[config.mk]
export PLATFORM = sky130hd
export DESIGN_NAME = da_dot_serial
export DESIGN_NICKNAME = d
export VERILOG_FILES = /design/src/rtl/da_pkg.sv /design/src/rtl/da_coef_table.sv /design/src/rtl/da_slice_ctrl.sv /design/src/rtl/da_scale_acc.sv /design/src/rtl/da_dot_serial.sv
export SDC_FILE = /design/constraint.sdc
export NUM_CORES = 1
export LEC_CHECK = 0
export BUFFER_PORTS_ARGS = -buffer_cell sky130_fd_sc_hd__buf_4
export CORE_UTILIZATION = 58
export CTS_CLUSTER_SIZE = 10
export DETAILED_ROUTE_END_ITERATION = 8
export GPL_ROUTABILITY_DRIVEN = 0
export PLACE_DENSITY = 0.79
export SLEW_MARGIN = 0
export SYNTH_ARGS = -nofsm -noshare
export SYNTH_HDL_FRONTEND = slang
export SYNTH_SLANG_ARGS = --single-unit
export TNS_END_PERCENT = 5
[constraint.sdc]
create_clock -name clk -period 3.05 [get_ports clk]
set_clock_uncertainty 0.1 [all_clocks]
set_input_delay 0.4575 -clock clk [delete_from_list [all_inputs] [get_ports clk]]
set_output_delay 0.4575 -clock clk [all_outputs]
set_load 0.1 [all_outputs]
[src/rtl/da_pkg.sv]
package da_pkg;

  typedef enum logic {
    SLC_IDLE = 1'b0,
    SLC_RUN  = 1'b1
  } slc_state_e;

  function automatic int unsigned da_tbl_width(int unsigned m, int unsigned k);
    return m + $clog2(k);
  endfunction

  function automatic int unsigned da_acc_width(int unsigned m, int unsigned n,
                                               int unsigned k);
    return m + n + $clog2(k) + 1;
  endfunction

endpackage

[src/rtl/da_coef_table.sv]
module da_coef_table
  import da_pkg::*;
#(
  parameter int unsigned K = 4,
  parameter int unsigned M = 8,
  parameter logic [K*M-1:0] COEFS = '0
) (
  input  logic [K-1:0]                              addr_i,
  output logic signed [da_tbl_width(M, K)-1:0]      word_o
);

  localparam int unsigned TW    = da_tbl_width(M, K);
  localparam int unsigned DEPTH = 1 << K;

  // Sum of the coefficients selected by the set bits of addr.
  function automatic logic signed [TW-1:0] entry_sum(int unsigned addr);
    logic signed [TW-1:0] s;
    s = '0;
    for (int k = 0; k < K; k++) begin
      if (addr[k]) s = s + TW'(signed'(COEFS[k*M +: M]));
    end
    return s;
  endfunction

  logic signed [TW-1:0] tbl [DEPTH];

  for (genvar a = 0; a < DEPTH; a++) begin : g_ent
    assign tbl[a] = entry_sum(a);
  end

  assign word_o = tbl[addr_i];

endmodule

[src/rtl/da_slice_ctrl.sv]
module da_slice_ctrl
  import da_pkg::*;
#(
  parameter int unsigned N = 8
) (
  input  logic clk,
  input  logic rst_n,
  input  logic start_i,
  input  logic sign_i,
  output logic take_o,
  output logic clr_o,
  output logic last_o
);

  localparam int unsigned CW = $clog2(N) + 1;

  slc_state_e      state_q, state_nxt;
  logic [CW-1:0]   cnt_q, cnt_nxt;
  logic            cnt_en;

  assign take_o = start_i || (state_q == SLC_RUN);
  assign clr_o  = start_i;
  assign last_o = take_o && sign_i;

  always_comb begin
    state_nxt = state_q;
    if (last_o)       state_nxt = SLC_IDLE;
    else if (start_i) state_nxt = SLC_RUN;
  end

  assign cnt_en = take_o;

  always_comb begin
    cnt_nxt = cnt_q;
    if (last_o)       cnt_nxt = '0;
    else if (start_i) cnt_nxt = CW'(1);
    else              cnt_nxt = cnt_q + CW'(1);
  end

  always_ff @(posedge clk or negedge rst_n) begin
    if (!rst_n) begin
      state_q <= SLC_IDLE;
      cnt_q   <= '0;
    end else begin
      state_q <= state_nxt;
      if (cnt_en) cnt_q <= cnt_nxt;
    end
  end

  AST_SIGN_ON_MSB: assert property (@(posedge clk) disable iff (!rst_n)
    (state_q == SLC_RUN && sign_i && !start_i) |-> (cnt_q == CW'(N - 1)));

  AST_CNT_RANGE: assert property (@(posedge clk) disable iff (!rst_n)
    cnt_q < CW'(N));

  AST_RESTART_CLEARS: assert property (@(posedge clk) disable iff (!rst_n)
    (start_i && !sign_i) |=> (state_q == SLC_RUN && cnt_q == CW'(1)));

endmodule

[src/rtl/da_scale_acc.sv]
module da_scale_acc
  import da_pkg::*;
#(
  parameter int unsigned K = 4,
  parameter int unsigned M = 8,
  parameter int unsigned N = 8
) (
  input  logic                                     clk,
  input  logic                                     rst_n,
  input  logic                                     en_i,
  input  logic                                     clr_i,
  input  logic                                     sub_i,
  input  logic signed [da_tbl_width(M, K)-1:0]     word_i,
  output logic signed [da_acc_width(M, N, K)-1:0]  sum_nxt_o
);

  localparam int unsigned TW = da_tbl_width(M, K);
  localparam int unsigned AW = da_acc_width(M, N, K);

  logic signed [AW-1:0] acc_q;
  logic signed [AW-1:0] base, shifted, aligned;
  logic signed [AW:0]   wide;

  always_comb begin
    base      = clr_i ? '0 : acc_q;
    shifted   = base >>> 1;
    aligned   = AW'(word_i) <<< (N - 1);
    sum_nxt_o = sub_i ? (shifted - aligned) : (shifted + aligned);
  end

  // One extra bit to observe whether the AW-bit result wrapped.
  assign wide = sub_i ? ((AW+1)'(shifted) - (AW+1)'(aligned))
                      : ((AW+1)'(shifted) + (AW+1)'(aligned));

  always_ff @(posedge clk or negedge rst_n) begin
    if (!rst_n) begin
      acc_q <= '0;
    end else if (en_i) begin
      acc_q <= sum_nxt_o;
    end
  end

  AST_NO_OVERFLOW: assert property (@(posedge clk) disable iff (!rst_n)
    en_i |-> (wide[AW] == wide[AW-1]));

  AST_ACC_HOLD: assert property (@(posedge clk) disable iff (!rst_n)
    !en_i |=> $stable(acc_q));

  AST_TW_FITS: assert property (@(posedge clk) disable iff (!rst_n)
    en_i |-> (aligned >>> (N - 1)) == AW'(word_i));

endmodule

[src/rtl/da_dot_serial.sv]
module da_dot_serial
  import da_pkg::*;
#(
  parameter int unsigned K = 4,
  parameter int unsigned N = 8,
  parameter int unsigned M = 8,
  parameter logic [K*M-1:0] COEFS = 32'h807F_D325
) (
  input  logic                           clk,
  input  logic                           rst_n,
  input  logic                           start_i,
  input  logic [K-1:0]                   bits_i,
  input  logic                           sign_i,
  output logic signed [M+N+$clog2(K):0]  res_o,
  output logic                           res_vld_o
);

  localparam int unsigned TW = da_tbl_width(M, K);
  localparam int unsigned AW = da_acc_width(M, N, K);

  logic                 take_w, clr_w, last_w;
  logic signed [TW-1:0] word_w;
  logic signed [AW-1:0] sum_nxt_w;
  logic signed [AW-1:0] res_q, res_nxt;
  logic                 vld_q, vld_nxt;

  da_slice_ctrl #(.N(N)) ctrl_i (
    .clk     (clk),
    .rst_n   (rst_n),
    .start_i (start_i),
    .sign_i  (sign_i),
    .take_o  (take_w),
    .clr_o   (clr_w),
    .last_o  (last_w)
  );

  da_coef_table #(.K(K), .M(M), .COEFS(COEFS)) tbl_i (
    .addr_i (bits_i),
    .word_o (word_w)
  );

  da_scale_acc #(.K(K), .M(M), .N(N)) acc_i (
    .clk       (clk),
    .rst_n     (rst_n),
    .en_i      (take_w),
    .clr_i     (clr_w),
    .sub_i     (sign_i),
    .word_i    (word_w),
    .sum_nxt_o (sum_nxt_w)
  );

  always_comb begin
    vld_nxt = last_w;
    res_nxt = last_w ? sum_nxt_w : res_q;
  end

  always_ff @(posedge clk or negedge rst_n) begin
    if (!rst_n) begin
      res_q <= '0;
      vld_q <= 1'b0;
    end else begin
      res_q <= res_nxt;
      vld_q <= vld_nxt;
    end
  end

  assign res_o     = res_q;
  assign res_vld_o = vld_q;

  AST_VLD_AFTER_SIGN: assert property (@(posedge clk) disable iff (!rst_n)
    (take_w && sign_i) |=> res_vld_o);

  AST_VLD_PULSE: assert property (@(posedge clk) disable iff (!rst_n)
    ((N > 1) && res_vld_o) |=> !res_vld_o);

  AST_RES_HOLD: assert property (@(posedge clk) disable iff (!rst_n)
    !res_vld_o |-> $stable(res_o));

  AST_IDLE_IGNORED: assert property (@(posedge clk) disable iff (!rst_n)
    !take_w |=> (!res_vld_o && $stable(res_o)));

endmodule

==> metrics.yaml <==
power_w: 0.00297
hold_class: "in -> async"
vias_per_cell: 5.66
vias: 2145
setup_tns_ns: 0
finalMaxSlewViolations: 0
synthXorXnorAreaFrac_pct: 4.57
cp.required_ns: 3.14
dieArea_mm2: 0.00456
ir_drop_mv: 0.786
synth_compound_area_share_pct: 19.5
seq_area_frac_synth_pct: 39.2
rsz0062_at_grt: "true"
finalSetupViolCount: 0
tightest_slew_ns: 0.909
regToRegSetupSlack_ns: 0.56
async_flop_share_pct: 100
wl_per_cell_um: 15.3
synth_mux_area_share_pct: 4.07
clockRootBuffer: "clkbuf_8"
critPathMaxFanout: 5
synth-seq-cells: 39
ant_nets: 0
synth_top_family_by_area: "compound AO/OA/AOI/OAI gates"
synthDistinctLibCells: 50
final_cell_area_mm2: 0.00331
synth_flop_cell: "dfrtp_1"
insertion_delay_ns: 0.29
fp.coreArea_mm2: 0.00406
max_stage_delay_ns: 0.32
path_class: "in -> reg"
avgSynthCellArea_um2: 9.54
synth_area_mm2: 0.00249
dp_hpwl_mm: 4.18
synthAdderAreaFrac_pct: 10.3
cts_buffers: 5
fp.dieW_um: 67.5
num_rows: 23
synth_fp_nets: 289
finalHoldViolCount: 0
synth_edf_count: 0
clk_pin_slew_worst_paths_ns: 0.08
cp-end-kind: "flip-flop"
place_area_mm2: 0.00304
p_per_area_mw_per_mm2: 896
port_buffers: 27
grt_pass1_wl_mm: 9.04
pre_cts_slack_ns: -0.439
cpMostUsedCell: "ha_4"
nFillCells: 244
drv_cap: 0
syn_to_final_growth_pct: 33.0
drtIter0Drc: 128
gr-total-overflow: 0
first_pass_iters: 4
drive_gt1_share_pct: 35.0
maxSlewHeadroom_pct: 39.2
status: "finished, final reports clean"
crit_chain: "buf_6 -> clkinvlp_4 -> ha_4 -> xnor2_4 -> ha_4 -> o21ai_4 -> ha_4 -> nor2b_1 -> o21a_1 -> o31a_1 -> o211a_1 -> or3_1 -> a32o_1"
die_h_um: 67.5
routed_wl_mm: 5.79
p_leak_nw: 1.57
nNetsFinal: 356
grt_usage_pct: 27.4
period_minus_slack_ns: 3.02
synthSimpleGateAreaFrac_pct: 17.7
start_util_pct: 61.4
ctsHtreeMaxLevel: 2
grt_start_max_net_pins: 40
synth_cells: 261
clock.fmax_mhz: 331
yosysWarningCount: 0
ios: 28
clk_path_buf_depth: 2
startpoint_type: "primary input"
whs_ns: 0.0215
drc: 0
grt_pass1_vias: 1934
worstPathArrival_ns: 3.11
worst_path_max_delay_cell: "ha_4"
diodes: 0
antenna_found_initial: 0
worst_slack_ns: 0.0318
cts_tree: "done"
clock_sink_count: 39
period_share_pct: 99.0
## logic make-up (layout without fill, tap and decap cells)
group           count (synthesis)  after routing
flops                          39             39
compound gates                 69             69
buf+inv                        21             89
simple gates                   89             89
mux                            10             10
fa+ha+maj                      20             20
xor+xnor                       13             13
## cell usage in the layout, fill, tap and decap left out, types with 4 or more instances in the layout
| master | count |
|---|---|
| a21oi_1 | 9 |
| a21oi_2 | 5 |
| a22oi_1 | 5 |
| buf_4 | 68 |
| clkbuf_8 | 5 |
| dfrtp_1 | 39 |
| ha_1 | 13 |
| ha_4 | 4 |
| inv_1 | 5 |
| mux2i_1 | 9 |
| nand2_1 | 34 |
| nand2b_1 | 5 |
| nand3_1 | 6 |
| nor2_1 | 16 |
| nor2b_1 | 10 |
| o21ai_0 | 10 |
| o21ai_1 | 8 |
| o2bb2ai_1 | 9 |
| xor2_1 | 8 |
## per-layer routing
layer	vias to the layer above	global-route usage (%)	wire length, µm
li1	1055	-	-
met1	1031	36.5	2610
met2	48	42.7	2790
met3	11	6.25	263
met4	0	10.6	121
met5	-	0	0
## worst max-delay path, delay by kind of cell
| kind | cells | cell delay, ns |
|---|---|---|
| AO/OA/AOI/OAI | 5 | 1.09 |
| adder cells (fa/ha/maj) | 3 | 0.77 |
| AND/OR/NAND/NOR | 2 | 0.46 |
| buffers and inverters | 2 | 0.22 |
| XOR/XNOR | 1 | 0.13 |
## path summary, 6_finish.rpt
path,startpoint,end,cells past startpoint
max,bits_i[0],acc_i.acc_q[16],13
min,rst_n,res_vld_o,1
max reg2reg,acc_i.acc_q[9],acc_i.acc_q[16],8
min reg2reg,acc_i.acc_q[8],acc_i.acc_q[8],2
max in group asynchronous,rst_n,acc_i.acc_q[12],1
min in group clk,acc_i.acc_q[8],acc_i.acc_q[8],2
## what timing repair did
action	4_1_cts	5_1_grt
gates resized for setup	9	17
pin swaps	8	7
setup endpoints to repair	5	10
hold buffers	0	0
setup buffers	1	2
## synth_stat cells, drive strengths merged (2+ instances only)
cell type,n,share of area [%]
or4,3,1.1
nor2,19,2.9
a22oi,5,1.5
dfrtp,39,39
inv,10,1.5
nor2b,10,2.5
buf,4,1.5
clkbuf,6,0.90
mux2i,9,3.6
nand2b,5,1.3
o2bb2ai,9,3.2
nand2,36,5.5
and3,2,0.90
ha,19,9.5
xor2,8,2.8
a21o,4,1.3
and4,2,0.70
xnor2,5,1.8
o221ai,2,0.70
nand3,6,1.2
or2,2,0.50
a21oi,14,2.8
o21ai,21,4.2
## registers in the layout, summed over array words and instances, names as in the netlist
signal / flops
res_vld_o: 1
res_o: 19
acc_i.acc_q: 18
ctrl_i.state_q: 1
## final cells by class
type / count / area, µm² / share of cell area [%]
clock buffer: 6 / 72.6 / 2.19
clock inverter: 2 / 60.1 / 1.81
inverter: 11 / 62.6 / 1.89
multi-input combinational: 201 / 1540 / 46.6
sequential: 39 / 976 / 29.5
tap: 50 / 62.6 / 1.89
timing repair buffer: 70 / 537 / 16.2
## metrics by stage
stage | util (%) | instances
floorplan | - | 261
global placement | 74.9 | 368
detailed placement | 74.9 | 368
CTS | 79.6 | 377
global route | 81.7 | 379
finish | 81.7 | 379
## report_power, final
part / switching, W / total [W] / internal [W]
logic: 0.00113 / 0.00171 / 0.000573
registers: 0.0000794 / 0.000760 / 0.000681
clock network: 0.000176 / 0.000503 / 0.000327
total: 0.00139 / 0.00297 / 0.00158
(Power assumes the default switching activity.)
